### src/rtl/pfxu_pkg.sv
package pfxu_pkg;
  typedef enum logic [1:0] {
    WC_GEN = 2'd0,
    WC_MID = 2'd1,
    WC_SP  = 2'd2,
    WC_SPX = 2'd3
  } wcls_t;
endpackage

### src/rtl/pfx_latch.sv
module pfx_latch #(
  parameter int IMM_W = 16,
  parameter int SHIFT = 6,
  localparam int PFX_W = IMM_W - SHIFT
) (
  input  logic             clk,
  input  logic             rst_n,
  input  logic             flush,
  input  logic             load,
  input  logic             use_op,
  input  logic [PFX_W-1:0] ld_field,
  output logic             pend,
  output logic [IMM_W-1:0] preg
);
  always_ff @(posedge clk) begin
    if (!rst_n) begin
      pend <= 1'b0;
      preg <= '0;
    end else begin
      if (flush)       pend <= 1'b0;
      else if (load)   pend <= 1'b1;
      else if (use_op) pend <= 1'b0;
      if (load && !flush) preg <= {ld_field, {SHIFT{1'b0}}};
    end
  end

  AST_PFX_ARMS: assert property (@(posedge clk) disable iff (!rst_n)
    (load && !flush) |=> (pend && preg[SHIFT-1:0] == '0));
  AST_PFX_OVERWRITES: assert property (@(posedge clk) disable iff (!rst_n)
    (load && !flush) |=> (preg[IMM_W-1:SHIFT] == $past(ld_field)));
  AST_FLUSH_DROPS: assert property (@(posedge clk) disable iff (!rst_n)
    flush |=> !pend);
  AST_USE_CLEARS: assert property (@(posedge clk) disable iff (!rst_n)
    (use_op && !load) |=> !pend);
  AST_IDLE_HOLDS: assert property (@(posedge clk) disable iff (!rst_n)
    (!load && !use_op && !flush) |=> ($stable(pend) && $stable(preg)));
endmodule

### src/rtl/imm_merge.sv
module imm_merge
  import pfxu_pkg::*;
#(
  parameter int IMM_W = 16,
  parameter int SHIFT = 6,
  parameter int W_GEN = 5,
  parameter int W_MID = 6,
  parameter int W_SP  = 8,
  localparam int PFX_W = IMM_W - SHIFT
) (
  input  logic             clk,
  input  logic             rst_n,
  input  logic             pend,
  input  logic [IMM_W-1:0] preg,
  input  logic [PFX_W-1:0] field,
  input  wcls_t            wcls,
  output logic [IMM_W-1:0] imm
);
  localparam logic [IMM_W-1:0] M_GEN = IMM_W'((1 << W_GEN) - 1);
  localparam logic [IMM_W-1:0] M_MID = IMM_W'((1 << W_MID) - 1);
  localparam logic [IMM_W-1:0] M_SP  = IMM_W'((1 << W_SP) - 1);

  logic [IMM_W-1:0] fext;
  logic [IMM_W-1:0] mask;
  logic [IMM_W-1:0] upper;

  assign fext  = {{SHIFT{1'b0}}, field};
  assign upper = pend ? preg : '0;

  always_comb begin
    unique case (wcls)
      WC_GEN:  mask = M_GEN;
      WC_MID:  mask = M_MID;
      default: mask = M_SP;
    endcase
  end

  assign imm = upper | (fext & mask);

  AST_ZEXT_GEN: assert property (@(posedge clk) disable iff (!rst_n)
    (!pend && wcls == WC_GEN) |-> (imm[IMM_W-1:W_GEN] == '0));
  AST_ZEXT_SP: assert property (@(posedge clk) disable iff (!rst_n)
    (!pend && wcls == WC_SP) |-> (imm[IMM_W-1:W_SP] == '0));
  AST_PFX_KEPT: assert property (@(posedge clk) disable iff (!rst_n)
    pend |-> ((imm & preg) == preg));
endmodule

### src/rtl/irq_gate.sv
module irq_gate (
  input  logic clk,
  input  logic rst_n,
  input  logic pend,
  input  logic irq_req,
  output logic irq_allow,
  output logic irq_take
);
  assign irq_allow = !pend;
  assign irq_take  = irq_req && irq_allow;

  AST_NO_SPLIT: assert property (@(posedge clk) disable iff (!rst_n)
    pend |-> !irq_take);
  AST_TAKE_NEEDS_REQ: assert property (@(posedge clk) disable iff (!rst_n)
    irq_take |-> irq_req);
endmodule

### src/rtl/pfx_imm_unit.sv
module pfx_imm_unit
  import pfxu_pkg::*;
#(
  parameter int IMM_W = 16,
  parameter int SHIFT = 6,
  parameter int W_GEN = 5,
  parameter int W_MID = 6,
  parameter int W_SP  = 8,
  localparam int PFX_W = IMM_W - SHIFT
) (
  input  logic             clk,
  input  logic             rst_n,
  input  logic             flush,
  input  logic             in_valid,
  output logic             in_ready,
  input  logic             in_is_pfx,
  input  logic [1:0]       in_wcls,
  input  logic [PFX_W-1:0] in_field,
  output logic             out_valid,
  input  logic             out_ready,
  output logic [IMM_W-1:0] out_imm,
  input  logic             irq_req,
  output logic             irq_allow,
  output logic             irq_take
);
  logic             pend;
  logic [IMM_W-1:0] preg;
  logic             acc;

  assign in_ready  = in_is_pfx || out_ready;
  assign out_valid = in_valid && !in_is_pfx;
  assign acc       = in_valid && in_ready;

  pfx_latch #(.IMM_W(IMM_W), .SHIFT(SHIFT)) u_latch (
    .clk      (clk),
    .rst_n    (rst_n),
    .flush    (flush),
    .load     (acc && in_is_pfx),
    .use_op   (acc && !in_is_pfx),
    .ld_field (in_field),
    .pend     (pend),
    .preg     (preg)
  );

  imm_merge #(
    .IMM_W(IMM_W), .SHIFT(SHIFT),
    .W_GEN(W_GEN), .W_MID(W_MID), .W_SP(W_SP)
  ) u_merge (
    .clk   (clk),
    .rst_n (rst_n),
    .pend  (pend),
    .preg  (preg),
    .field (in_field),
    .wcls  (wcls_t'(in_wcls)),
    .imm   (out_imm)
  );

  irq_gate u_irq (
    .clk       (clk),
    .rst_n     (rst_n),
    .pend      (pend),
    .irq_req   (irq_req),
    .irq_allow (irq_allow),
    .irq_take  (irq_take)
  );

  AST_PFX_SILENT: assert property (@(posedge clk) disable iff (!rst_n)
    (in_valid && in_is_pfx) |-> (!out_valid && in_ready));
  AST_PLAIN_FLOW: assert property (@(posedge clk) disable iff (!rst_n)
    (!in_is_pfx) |-> (out_valid == in_valid && in_ready == out_ready));
  AST_RESET_OPEN: assert property (@(posedge clk)
    $rose(rst_n) |-> irq_allow);
endmodule

### config.mk
export PLATFORM = sky130hd
export DESIGN_NAME = pfx_imm_unit
export DESIGN_NICKNAME = d
export VERILOG_FILES = /design/src/rtl/pfxu_pkg.sv /design/src/rtl/pfx_latch.sv /design/src/rtl/imm_merge.sv /design/src/rtl/irq_gate.sv /design/src/rtl/pfx_imm_unit.sv
export SDC_FILE = /design/constraint.sdc
export NUM_CORES = 1
export LEC_CHECK = 0
export CORE_MARGIN = 2
export CORE_UTILIZATION = 37
export DETAILED_ROUTE_END_ITERATION = 7
export GPL_ROUTABILITY_DRIVEN = 0
export PLACE_DENSITY = 0.92
export SETUP_SLACK_MARGIN = 0.1
export SYNTH_ARGS = -nofsm -noshare
export SYNTH_HDL_FRONTEND = slang
export SYNTH_SLANG_ARGS = --single-unit
export TNS_END_PERCENT = 5
### constraint.sdc
create_clock -name clk -period 1.5 [get_ports clk]
set_input_delay 0.225 -clock clk [delete_from_list [all_inputs] [get_ports clk]]
set_output_delay 0.225 -clock clk [all_outputs]
set_load 0.02 [all_outputs]
==> summary by stage, run 1 <==
Placement
The HPWL reported at the end of detailed placement is 1.173 mm. The cell total after placement is roughly 120. Input and output buffers added on the ports amount to 38.

Critical path
The number of buffers and inverters on the critical path is 2. STA classifies the critical path endpoint as an output pin. The critical path goes through clkdlybuf4s50_1 -> o21a_1 -> dlygate4sd2_1. The gate family responsible for the most delay along the worst path is buffers and inverters. The slowest library cell on the worst path is sky130_fd_sc_hd__clkdlybuf4s50_1. The startpoint identified for the worst register-to-register timing path is u_latch.pend$_SDFFE_PP0P_.

Counting cells, the worst reg-to-reg path comes to 3. The worst register-to-register path has a setup slack of 0.56 ns. The end of the worst register-to-register path is u_latch.pend$_SDFFE_PP0P_. The critical path class is input port to output pin.

The startpoint type of the worst setup path is an input port. The delay of the slowest cell on the worst path is 0.51 ns. Of all nets on the critical path, the largest fanout is 3.

The arrival time reported for the critical path endpoint is 1.17 ns. The required arrival time at the worst endpoint is 1.27 ns.

Global routing
The number of antenna violations at the first check in global routing is 0. The overall overflow remaining after global route is 0. The via count of the first global-routing pass is 568. The first-pass GRT wire length is 2.518 mm. Across every metal layer, demand over resource in global routing totals 0.1819.

The pin count of the biggest net entering global routing is 22.

Clock network
The clock buffer count from CTS is 3. In this run, post-CTS hold repair placed 0 buffers. The clock root buffer is sky130_fd_sc_hd__clkbuf_4. CTS built an H-tree with a depth of 1. TritonCTS built the clock tree.

The clock slew at the register clock pins of the worst setup and hold paths is roughly 0.07 ns. Clock latency on the worst-skew pair, taken at its later pin, is 0.27 ns. CTS saw 11 sinks. The maximum count of clock buffers along a single path is 2. The number of setup buffers added after CTS is 0.

Power
Of the total power, combinational logic draws 0.240. The power density over cell area is 661.4 nW/um^2. The share of total power dissipated in the clock network is 0.299. The switching share of power is 0.2557. The internal power of the cells totals 0.0004971 W. The leakage component of the power is 0.4550 nW.

The overall power after layout is 0.0006678 W. The fraction of power consumed by sequential logic is 0.461. Across the VDD grid, the largest voltage drop is 0.4824 mV.

The power spent charging and discharging nets is ~0.00017 W.

Final layout
The diode insertion count for antenna repair is 0. The filler cells instantiated in the layout total 129. The synthesis-to-finish area growth is 70.61%. The fraction of layout cells with a size suffix above 1 is 0.1892. After the flow finishes, the layout carries non-filler instances totaling 127. In the final design database the tool counted 131 nets.

Yosys
Counting flops with an async set or reset pin after synthesis yields a share of 0. Ranked by total cell area, the synthesized netlist is headed by sky130_fd_sc_hd__dfxtp_1 37%, sky130_fd_sc_hd__mux2i_1 17%, sky130_fd_sc_hd__nand2_1 13%. Counting flops with a built-in enable in the synthesized netlist gives 0. The count of unique library cells instantiated by Yosys is 18. The net count after synthesis is 89. Synthesis produced 70 cells. The Yosys step of the flow raised 0 warnings. In the synthesized netlist, the cells that appear most often are 21 x sky130_fd_sc_hd__nand2_1, 11 x sky130_fd_sc_hd__dfxtp_1, 10 x sky130_fd_sc_hd__mux2i_1. The cell area after synthesis is 591.8 um^2. In this run the mean area of a mapped cell was about 8.5 um^2. sky130_fd_sc_hd__nand2_1 is the most common cell in the netlist. The synthesized design spends more area on one cell type than any other, namely sky130_fd_sc_hd__dfxtp_1.

The leading register cell type out of synthesis is sky130_fd_sc_hd__dfxtp_1. After synthesis the netlist holds a flip-flop and latch count of 11. The sequential element share of the synthesized area is 0.3721. The area share of the largest cell type after synthesis is 0.3721.

Floorplan
The y dimension of the die is between 40 and 50 um. The standard-cell row count is 14. The initial utilization of the core area, before any placement, comes to 0.3929. The horizontal die dimension is 44.00 um. The I/O pin total is 39. The region available for standard cell placement spans between 1500 and 2000 um^2. The floorplan step defined a die boundary enclosing 1936 um^2.

Timing
The timing-limited maximum frequency is about 720 MHz. Setup violations remaining at the end of the flow were counted as 0. The total count of max-transition violations in the final report is 0.

The worst path in the final design needs a cycle of 1.392 ns, including I/O delays and setup. The final number of hold-violating endpoints came to 0. The tightest slew margin relative to the limit is 0.8618. For the pin with the worst max-slew slack, the measured transition is 0.2081 ns. On the final layout, the worst clock skew is 0 ns. The final critical-path share of the clock period is 0.9282. Setup repair after global routing could not meet its margin everywhere.

Drt
The detailed-route via count is 605. The final wirelength is 1.481 mm. The number of iterations in the first detailed-routing pass is 3. The number of vias per cell is 4.764.

The number of remaining DRC errors is 0. In this run, the number of DRC markers left after iteration 0 of detailed routing was 8. The count of nets left with antenna violations once routing finished came out at 0. Dividing the detail-routed wire length by the instance count gives 11.66 um.

Min path
The startpoint of the most critical hold path is u_latch.preg[14]$_SDFFE_PN0P_. The path class of the lowest-slack min-delay path is flop to flop. The worst hold path depth is 2. The path with the worst hold slack has its endpoint at u_latch.preg[14]$_SDFFE_PN0P_.

Status
The flow ran to the end, and the final reports show no timing, DRC or antenna violations.

Job
The tool flagged a number of max-cap violations equal to 0.
[registers in the layout, summed over array words and instances, names as in the netlist]
| signal | flops |
|---|---|
| u_latch.preg | 10 |
| u_latch.pend | 1 |
[routing by layer]
| metal | GRT usage | vias to the layer above | wire (um) |
|---|---|---|---|
| li1 | - | 306 | - |
| met1 | 0.2046 | 276 | 569 |
| met2 | 0.3029 | 19 | 811 |
| met3 | 0.05417 | 4 | 67 |
| met4 | 0.1030 | 0 | 33 |
| met5 | 0 | - | 0 |
[repair_timing]
action / in CTS / in global routing
endpoints found under the hold margin: 0 / 0
endpoints found under the setup margin: 20 / 12
gates resized for setup: 35 / 1
[cells in the final DEF, fill, tap and decap left out]
| cell | count |
|---|---|
| sky130_fd_sc_hd__nand2_1 | 21 |
| sky130_fd_sc_hd__clkdlybuf4s50_1 | 18 |
| sky130_fd_sc_hd__dlygate4sd2_1 | 14 |
| sky130_fd_sc_hd__mux2i_1 | 10 |
| sky130_fd_sc_hd__dfxtp_1 | 10 |
| sky130_fd_sc_hd__and2_1 | 8 |
| sky130_fd_sc_hd__buf_4 | 7 |
| sky130_fd_sc_hd__clkdlybuf4s15_2 | 4 |
| sky130_fd_sc_hd__clkbuf_4 | 3 |
| sky130_fd_sc_hd__a22o_1 | 2 |
| sky130_fd_sc_hd__buf_2 | 2 |
| sky130_fd_sc_hd__o21a_1 | 1 |
| sky130_fd_sc_hd__or2_2 | 1 |
| sky130_fd_sc_hd__inv_1 | 1 |
| sky130_fd_sc_hd__nor2b_1 | 1 |
| sky130_fd_sc_hd__and2b_2 | 1 |
| sky130_fd_sc_hd__and3b_1 | 1 |
| sky130_fd_sc_hd__a21bo_2 | 1 |
| sky130_fd_sc_hd__nand2b_1 | 1 |
| sky130_fd_sc_hd__a21oi_1 | 1 |
| sky130_fd_sc_hd__clkbuf_1 | 1 |
| sky130_fd_sc_hd__buf_12 | 1 |
| sky130_fd_sc_hd__dfxtp_4 | 1 |
[power by group through the flow]
stage | clock network (W) | logic [W] | registers, W
CTS | 0.000212 | 0.000162 | 0.000308
finish | 0.000200 | 0.000160 | 0.000308
detailed placement | 0 | 0.000173 | 0.000316
global placement | 0 | 0.000169 | 0.000315
floorplan | 0 | 0.0000777 | 0.000312
global route | 0.000224 | 0.000173 | 0.000309
[layout make-up]
cell class	instances	area [um^2]	share of cell area
Timing Repair Buffer	46	430.4	0.4263
Tap cell	16	20.02	0.01983
Clock buffer	4	26.28	0.02602
Sequential cell	11	224.0	0.2218
Inverter	1	3.754	0.003717
Multi-Input combinational cell	49	305.3	0.3024
[worst register-to-register path, delay by kind of cell, from the launching register on]
family | cells | cell delay, ns
AOI/OAI and AO/OA | 2 | 0.34
buffers and inverters | 1 | 0.13
DFF | 1 | 0.41
[per-stage QoR]
| stage | hold slack, ns | utilization | instance area [um^2] | setup WS, ns | setup TNS (ns) |
|---|---|---|---|---|---|
| after detailed placement | 0.4451 | 0.6653 | 1002 | -0.2156 | -1.349 |
| after global placement | 0.4382 | 0.6653 | 1002 | -0.1900 | -1.106 |
| after floorplan | 0.3542 | - | 591.8 | 0.4601 | 0 |
| after CTS | 0.4548 | 0.6744 | 1016 | 0.1042 | 0 |
| after global routing | 0.4892 | 0.6703 | 1010 | 0.06896 | 0 |
| final | 0.4538 | 0.6703 | 1010 | 0.1077 | 0 |
[worst max path at each step]
stage	startpoint	end	slack (ns)	depth (start not counted)
3_5_place_dp	out_ready	in_ready	-0.22	3
6_report	in_wcls[1]	out_imm[5]	0.11	3
3_3_place_gp	out_ready	in_ready	-0.19	3
5_1_grt	in_field[5]	out_imm[5]	0.07	3
2_1_floorplan	u_latch.pend$_SDFFE_PP0P_	out_imm[6]	0.46	2
4_1_cts	in_is_pfx	out_valid	0.10	3
[kinds of logic (layout without fill, tap and decap cells)]
group                  Yosys count  after routing  synth area share
AOI/OAI and AO/OA                5              5           0.06766
DFF                             11             11            0.3721
muxes                           10             10            0.1691
buffers and inverters           10             51            0.1120
and+or+nand+nor                 34             34            0.2791
(Power assumes the default switching activity.)
==> run 2, diff against run 1 <==
--- a/config.mk
+++ b/config.mk
@@ -5,11 +5,12 @@
 export SDC_FILE = /design/constraint.sdc
 export NUM_CORES = 1
 export LEC_CHECK = 0
+export ABC_AREA = 1
 export CORE_MARGIN = 2
-export CORE_UTILIZATION = 37
+export CORE_UTILIZATION = 38
 export DETAILED_ROUTE_END_ITERATION = 7
 export GPL_ROUTABILITY_DRIVEN = 0
-export PLACE_DENSITY = 0.92
+export PLACE_DENSITY = 0.93
 export SETUP_SLACK_MARGIN = 0.1
 export SYNTH_ARGS = -nofsm -noshare
 export SYNTH_HDL_FRONTEND = slang
==> summary by stage, run 2 <==
Status
The run finished with clean final reports.

Drt
After detailed routing, the average wire length per cell comes to approximately 10 um. The final wirelength is 1.595 mm. Detailed routing inserted a total of 692 vias. In the routed design, unresolved DRC markers number 0.

The DRC violation total after the first TritonRoute iteration is 7. In the routed layout, each cell is associated on average with a via count of roughly 4.3. For this run, the detailed router's first-pass iteration total came to 4. In this run the remaining antenna-violating nets after routing total 0.

Power
The power density over cell area is 679.4 nW/um^2. Across the VDD grid, the largest voltage drop is approximately 0.4 mV. Overall power consumption after layout is estimated at between 0.0006 and 0.0007 W. The analysis attributes to cell leakage a power of around 0.59 nW.

Clock network
The number of levels in the clock H-tree is 1. CTS saw 11 sinks. The cell sitting at the root of the clock tree is a sky130_fd_sc_hd__clkbuf_4.

TritonCTS built the clock tree. The clock passes through at most 2 buffers. The clock insertion delay at the later pin of the skew report is 0.26 ns. Clock-pin slew was measured on the worst setup and hold paths at 0.07 ns.

Clock tree synthesis inserted a total of 3 buffers.

Global routing
In the global route stage, met3 resource usage came out at 0.02449. The global-route usage over all layers is 0.1760. The first-pass GRT wire length is between 2 and 3 mm. The met2 track utilization from global routing is 0.3294.

The via count of the first global-routing pass is 610. The number of antenna violations at the first check in global routing was 0. For met1 alone, demand over resource in global routing was 0.1814. The pin count of the biggest net entering global routing is 12. The total overflow left after global routing is 0. The layer flagged by global routing as most heavily used is met2.

Timing
The shortest clock period the worst path allows after layout is 1.389 ns. For this run, the top clock speed supported by timing is approximately 720 MHz. At the pin with the least slew margin, the transition time is 0.3961 ns. The tightest slew margin relative to the limit is 0.7351. The setup violation total in the final timing report is 0. Setup repair after global routing could not meet its margin everywhere.

The total count of max-transition violations in the final report was 0. The final number of hold-violating endpoints is 0. On the final layout, the worst hold slack is 0.5115 ns. The final critical-path share of the clock period is 0.9260. The largest clock skew in the final design is 0 ns.

Critical path
Walking the worst path, the cells encountered are clkdlybuf4s50_1 -> o21a_1 -> clkdlybuf4s15_1. Of all nets on the critical path, the largest fanout is 3. The arrival time reported for the critical path endpoint is roughly 1.2 ns.

The type of destination of the critical path is an output pin. The critical path is of the input port to output pin type. STA puts the critical path data required time at 1.27 ns. The largest individual stage delay along the critical path comes from the cell sky130_fd_sc_hd__clkdlybuf4s50_1. The startpoint type of the worst setup path is an input port. In this design, the stage delay of the slowest critical-path cell is 0.52 ns.

Floorplan
The horizontal die dimension is 44.25 um. In this run the standard cell core region covers 1506 um^2. The initial standard-cell utilization of the core is 0.4086. The die covers between 1500 and 2000 um^2. The y dimension of the die is 44.25 um. Pin placement for this block handled 39 I/O pins. The standard-cell row count is 14.

Yosys
Synthesis produced a netlist whose cell count is between 100 and 150. The share of synthesized area in the top cell type comes to 0.3577. For this run, the number of Yosys warnings is 0. The sequential element share of the synthesized area is 0.3577.

In the synthesized netlist the async set-or-reset flop fraction comes to 0. The count of unique library cells instantiated by Yosys is 12. Of all cell types, the one taking the most synthesized area is sky130_fd_sc_hd__dfxtp_1.

The flip-flop and latch count after synthesis is 11. In the post-synthesis netlist, the biggest area contributors are sky130_fd_sc_hd__dfxtp_1 36%, sky130_fd_sc_hd__nand2_1 21%, sky130_fd_sc_hd__inv_1 13%. The number of flops mapped to enable cells by yosys is 0. In the post-synthesis netlist, the cell with the most instances is sky130_fd_sc_hd__nand2_1. The cell area after synthesis is 615.6 um^2.

Synthesis produced a netlist with a net count of 123. A synthesized cell averages ~5.9 um^2. By count the netlist is led by 34 x sky130_fd_sc_hd__nand2_1, 22 x sky130_fd_sc_hd__inv_1, 22 x sky130_fd_sc_hd__nor2_1. In the synthesized netlist the dominant register cell turns out to be sky130_fd_sc_hd__dfxtp_1.

Final layout
The net count of the finished layout is 166. In the final layout, the share of cells above drive strength 1 is 0.1164. The top cell types in the final layout, fill and taps aside, are 34 x sky130_fd_sc_hd__nand2_1, 22 x sky130_fd_sc_hd__inv_1, 22 x sky130_fd_sc_hd__nor2_1. The number of flip-flops in the largest register is 10. The most flop-heavy register is u_latch.preg. The largest registers in the layout are u_latch.preg: 10 flops, u_latch.pend: 1 flops. Once layout is complete, the utilization of the core stands at 0.6769.

The synthesis-to-finish area growth is 65.65%. The most common cell after layout, fill and taps aside is sky130_fd_sc_hd__nand2_1. The number of antenna diodes in the final layout is 0.

Placement
The HPWL reported at the end of detailed placement is 1.285 mm. Buffers placed on the I/O ports in this run total 38.

Min path
The path class of the lowest-slack min-delay path is flop to flop.

Job
The number of maximum-capacitance violations is 0.
## run 2: cell count changes after synthesis, moves of 2 or more
cell / delta
sky130_fd_sc_hd__a22o_1: -2
sky130_fd_sc_hd__and2_1: -8
sky130_fd_sc_hd__inv_1: +21
sky130_fd_sc_hd__mux2i_1: -10
sky130_fd_sc_hd__nand2_1: +13
sky130_fd_sc_hd__nor2_1: +22
sky130_fd_sc_hd__o21ai_0: +2
## run 2: logic make-up (layout without fill, tap and decap cells)
| family | count (synthesis) | in the layout | share of synthesized area |
|---|---|---|---|
| AND/OR/NAND/NOR | 58 | 58 | 0.3679 |
| flip-flops | 11 | 11 | 0.3577 |
| buffers and inverters | 31 | 73 | 0.2378 |
| AO/OA/AOI/OAI | 4 | 4 | 0.03658 |
## run 2: worst paths after layout
check	endpoint	depth (start not counted)	slack (ns)	start
setup reg to reg	u_latch.pend$_SDFFE_PP0P_	3	0.78	u_latch.pend$_SDFFE_PP0P_
setup / recovery	out_imm[5]	3	0.11	in_wcls[1]
hold reg to reg	u_latch.preg[9]$_SDFFE_PN0P_	4	0.51	u_latch.preg[9]$_SDFFE_PN0P_
hold / removal	u_latch.preg[9]$_SDFFE_PN0P_	4	0.51	u_latch.preg[9]$_SDFFE_PN0P_
## run 2: metal layers
| layer | vias up | routed length [um] |
|---|---|---|
| li1 | 369 | - |
| met1 | 295 | 635 |
| met4 | 0 | 31 |
| met5 | - | 0 |
| met2 | 22 | 861 |
| met3 | 6 | 67 |
## run 2: layout make-up
type	instances	area, um^2
Tap cell	16	20.02
Sequential cell	11	220.2
Timing Repair Buffer	47	421.7
Fill cell	142	486.7
Clock buffer	4	26.28
Inverter	22	82.58
Multi-Input combinational cell	62	249.0
## run 2: critical path: cells and delay by family
family | cells | cell delay, ns
buffers and inverters | 2 | 0.81
AOI/OAI and AO/OA | 1 | 0.13
## run 2: through the flow
| step | instance area, um^2 | cells | setup slack [ns] | setup TNS [ns] |
|---|---|---|---|---|
| detailed placement | 1020 | 158 | -0.2566 | -1.341 |
| finish | 1020 | 162 | 0.1109 | 0 |
| global route | 1020 | 162 | 0.02230 | 0 |
| floorplan | 615.6 | 104 | 0.3572 | 0 |
| CTS | 1025 | 162 | 0.05991 | 0 |
| global placement | 1020 | 158 | -0.2329 | -1.213 |
## run 2: repair_timing
item	4_1_cts	5_1_grt
gates cloned	0	0
hold buffers	0	0
buffers inserted	0	0
pin swaps	0	0
endpoints found under the setup margin	20	12
resized for setup	36	2
## run 2: where the power goes
group | internal, W | switching [W] | total (W)
registers | 0.000307 | 0.00000681 | 0.000314
logic | 0.0000890 | 0.0000829 | 0.000172
clock network | 0.000103 | 0.000105 | 0.000207
==> run 3, diff against run 2 <==
--- a/config.mk
+++ b/config.mk
@@ -8,8 +8,10 @@
 export ABC_AREA = 1
 export CORE_MARGIN = 2
 export CORE_UTILIZATION = 38
+export CTS_CLUSTER_SIZE = 24
 export DETAILED_ROUTE_END_ITERATION = 7
 export GPL_ROUTABILITY_DRIVEN = 0
+export GPL_TIMING_DRIVEN = 0
 export PLACE_DENSITY = 0.93
 export SETUP_SLACK_MARGIN = 0.1
 export SYNTH_ARGS = -nofsm -noshare
==> summary by stage, run 3 (synthesis results as in run 2) <==
Status
The run finished with clean final reports.

Placement
The HPWL reported at the end of detailed placement is 1.340 mm. The port buffer count is 38. The cell total after placement is 158.

Final layout
The final instance count without filler cells is 162. The number of antenna diodes in the final layout is 0. The number of fillers in the final layout is 140. The largest registers in the layout are u_latch.preg: 10 flops, u_latch.pend: 1 flops. The final standard cell utilization of the core is 0.6545.

In the final layout, the multi-input gates occupy roughly 250 um^2. The register with the most flip-flops in the final layout is u_latch.preg. The synthesis-to-finish area growth is 60.16%.

The final layout contains 166 nets. The number of flip-flops in the largest register is 10. The most common cell after layout, fill and taps aside is sky130_fd_sc_hd__nand2_1. In the final layout, the share of cells above drive strength 1 is 0.2329. In the layout the commonest cells are 34 x sky130_fd_sc_hd__nand2_1, 22 x sky130_fd_sc_hd__inv_1, 22 x sky130_fd_sc_hd__nor2_1. In the final layout, flip-flops and latches occupy 221.5 um^2.

Clock network
Clock-pin slew was measured on the worst setup and hold paths at 0.07 ns. The clock buffer count from CTS is 3. In this run the number of H-tree levels came out at 1.

The total number of clock tree sinks is 11. The maximum count of clock buffers along a single path is 2. The clock insertion delay at the later pin of the skew report is around 0.27 ns. The clock tree from TritonCTS is done. The root buffer cell chosen for the clock tree is sky130_fd_sc_hd__clkbuf_4.

Critical path
The arrival time reported for the critical path endpoint is 1.11 ns. The slowest stage of the critical path is the sky130_fd_sc_hd__clkdlybuf4s50_1 cell. The critical path buffer and inverter count is 2. The gate family responsible for the most delay along the worst path is buffers and inverters. The maximum fanout along the worst path is 3. The type of destination of the critical path is an output pin.

At the worst endpoint, the required time is 1.27 ns. The critical path class is input port to output pin. The startpoint type of the worst setup path is an input port. The delay of the slowest cell on the worst path is about 0.53 ns. Traced cell by cell, the critical path runs through clkdlybuf4s50_1 -> nand2_1 -> o21ai_0 -> buf_2.

Power
The leakage component of the power is 0.5798 nW. The worst-case IR drop observed on VDD is 0.4234 mV. In this run the power density over the cells is 706.3 nW/um^2.

Drt
The remaining antenna violation count is 0. The number of vias per cell is 4.463. The DRC violation total after the first TritonRoute iteration is 8. The number of remaining DRC errors is 0. The number of iterations in the first detailed-routing pass is 3. Dividing the detail-routed wire length by the instance count gives 10.42 um. The detailed-route via count is 723. The final wirelength is 1.688 mm.

Timing
The largest clock skew in the final design is 0 ns. The tightest slew margin relative to the limit is 0.8594. The setup TNS after final layout is 0 ns. Setup repair after global routing left no endpoint under its margin. Final hold analysis gives a worst-case slack of 0.3804 ns.

The timing-limited maximum frequency is 749.1 MHz. For the pin with the worst max-slew slack, the measured transition is roughly 0.21 ns. The final number of hold-violating endpoints is 0. The worst path in the final design needs a cycle of between 1 and 1.5 ns, including I/O delays and setup. In the finished design, the share of the clock period the worst path needs comes to 0.8900.

Setup violations remaining at the end of the flow were counted as 0. The total count of max-transition violations in the final report is 0.

Job
Across the run, the number of max-cap violations was 0.

Floorplan
The y dimension of the die is 44.25 um. The die covers 1958 um^2. The I/O pin total is 39.

After floorplanning, the core was sized to cover 1506 um^2. The horizontal die dimension is 44.25 um. The initial standard-cell utilization of the core is 0.4086. The standard-cell row count is 14.

Global routing
The via count of the first global-routing pass was around 690. The number of antenna violations at the first check in global routing is 0. In the global route stage, overall resource usage came out at 0.2020.

Entering global routing, the biggest net connects 11 pins. The first-pass GRT wire length is 2.801 mm. The overall overflow remaining after global route is 0.

Min path
The path class of the lowest-slack min-delay path is input port to flop.
## run 3: cell count changes in the layout (fill, tap and decap cells not counted), sizes merged
cell and change:
dlygate4sd2 -7, clkbuf +4, buf +9, clkdlybuf4s50 -1
clkdlybuf4s15 -5
## run 3: power breakdown
part	total [W]	switching, W	leakage [nW]	internal (W)
combinational	0.000174	0.0000848	0.474	0.0000895
clock	0.000208	0.000105	0.0150	0.000103
sequential	0.000314	0.00000674	0.0905	0.000307
## run 3: through the flow
step	total power (W)	setup slack [ns]	cell area, um^2
floorplan	0.0004043	0.3572	615.6
global placement	0.0004997	-0.2337	1016
detailed placement	0.0005071	-0.2827	1016
CTS	0.0007033	0.06099	1017
global route	0.0007392	0.1026	985.9
finish	0.0006964	0.1650	985.9
## run 3: path summary, 6_finish.rpt
| check | slack [ns] | startpoint | end | depth (start not counted) |
|---|---|---|---|---|
| setup / recovery | 0.16 | in_wcls[1] | out_imm[6] | 4 |
| hold / removal | 0.38 | in_is_pfx | u_latch.pend$_SDFFE_PP0P_ | 3 |
| setup reg to reg | 0.79 | u_latch.pend$_SDFFE_PP0P_ | u_latch.pend$_SDFFE_PP0P_ | 3 |
| hold reg to reg | 0.52 | u_latch.preg[9]$_SDFFE_PN0P_ | u_latch.preg[9]$_SDFFE_PN0P_ | 4 |
## run 3: what timing repair did
item	CTS	global route
setup buffers	0	0
gates resized for setup	50	12
setup endpoints to repair	20	12
hold buffers	0	0
## run 3: worst min-delay path, cell delays in order
cell and delay [ns]:
sky130_fd_sc_hd__dlygate4sd2_1 0.27, sky130_fd_sc_hd__nand2_1 0.07, sky130_fd_sc_hd__a21oi_1 0.06
## run 3: cell type report
class | instances | area share
Multi-Input combinational cell | 62 | 0.2525
Buffer | 9 | 0.07107
Sequential cell | 11 | 0.2246
Inverter | 22 | 0.08376
Clock buffer | 4 | 0.02665
Timing Repair Buffer | 38 | 0.3211
Tap cell | 16 | 0.02030
## run 3: routing by layer
layer / up-vias / routed length, um / track usage
met4: 0 / 34 / 0.1273
met3: 4 / 106 / 0.05714
met2: 25 / 968 / 0.4118
met5: - / 0 / 0
li1: 373 / - / -
met1: 321 / 579 / 0.1608
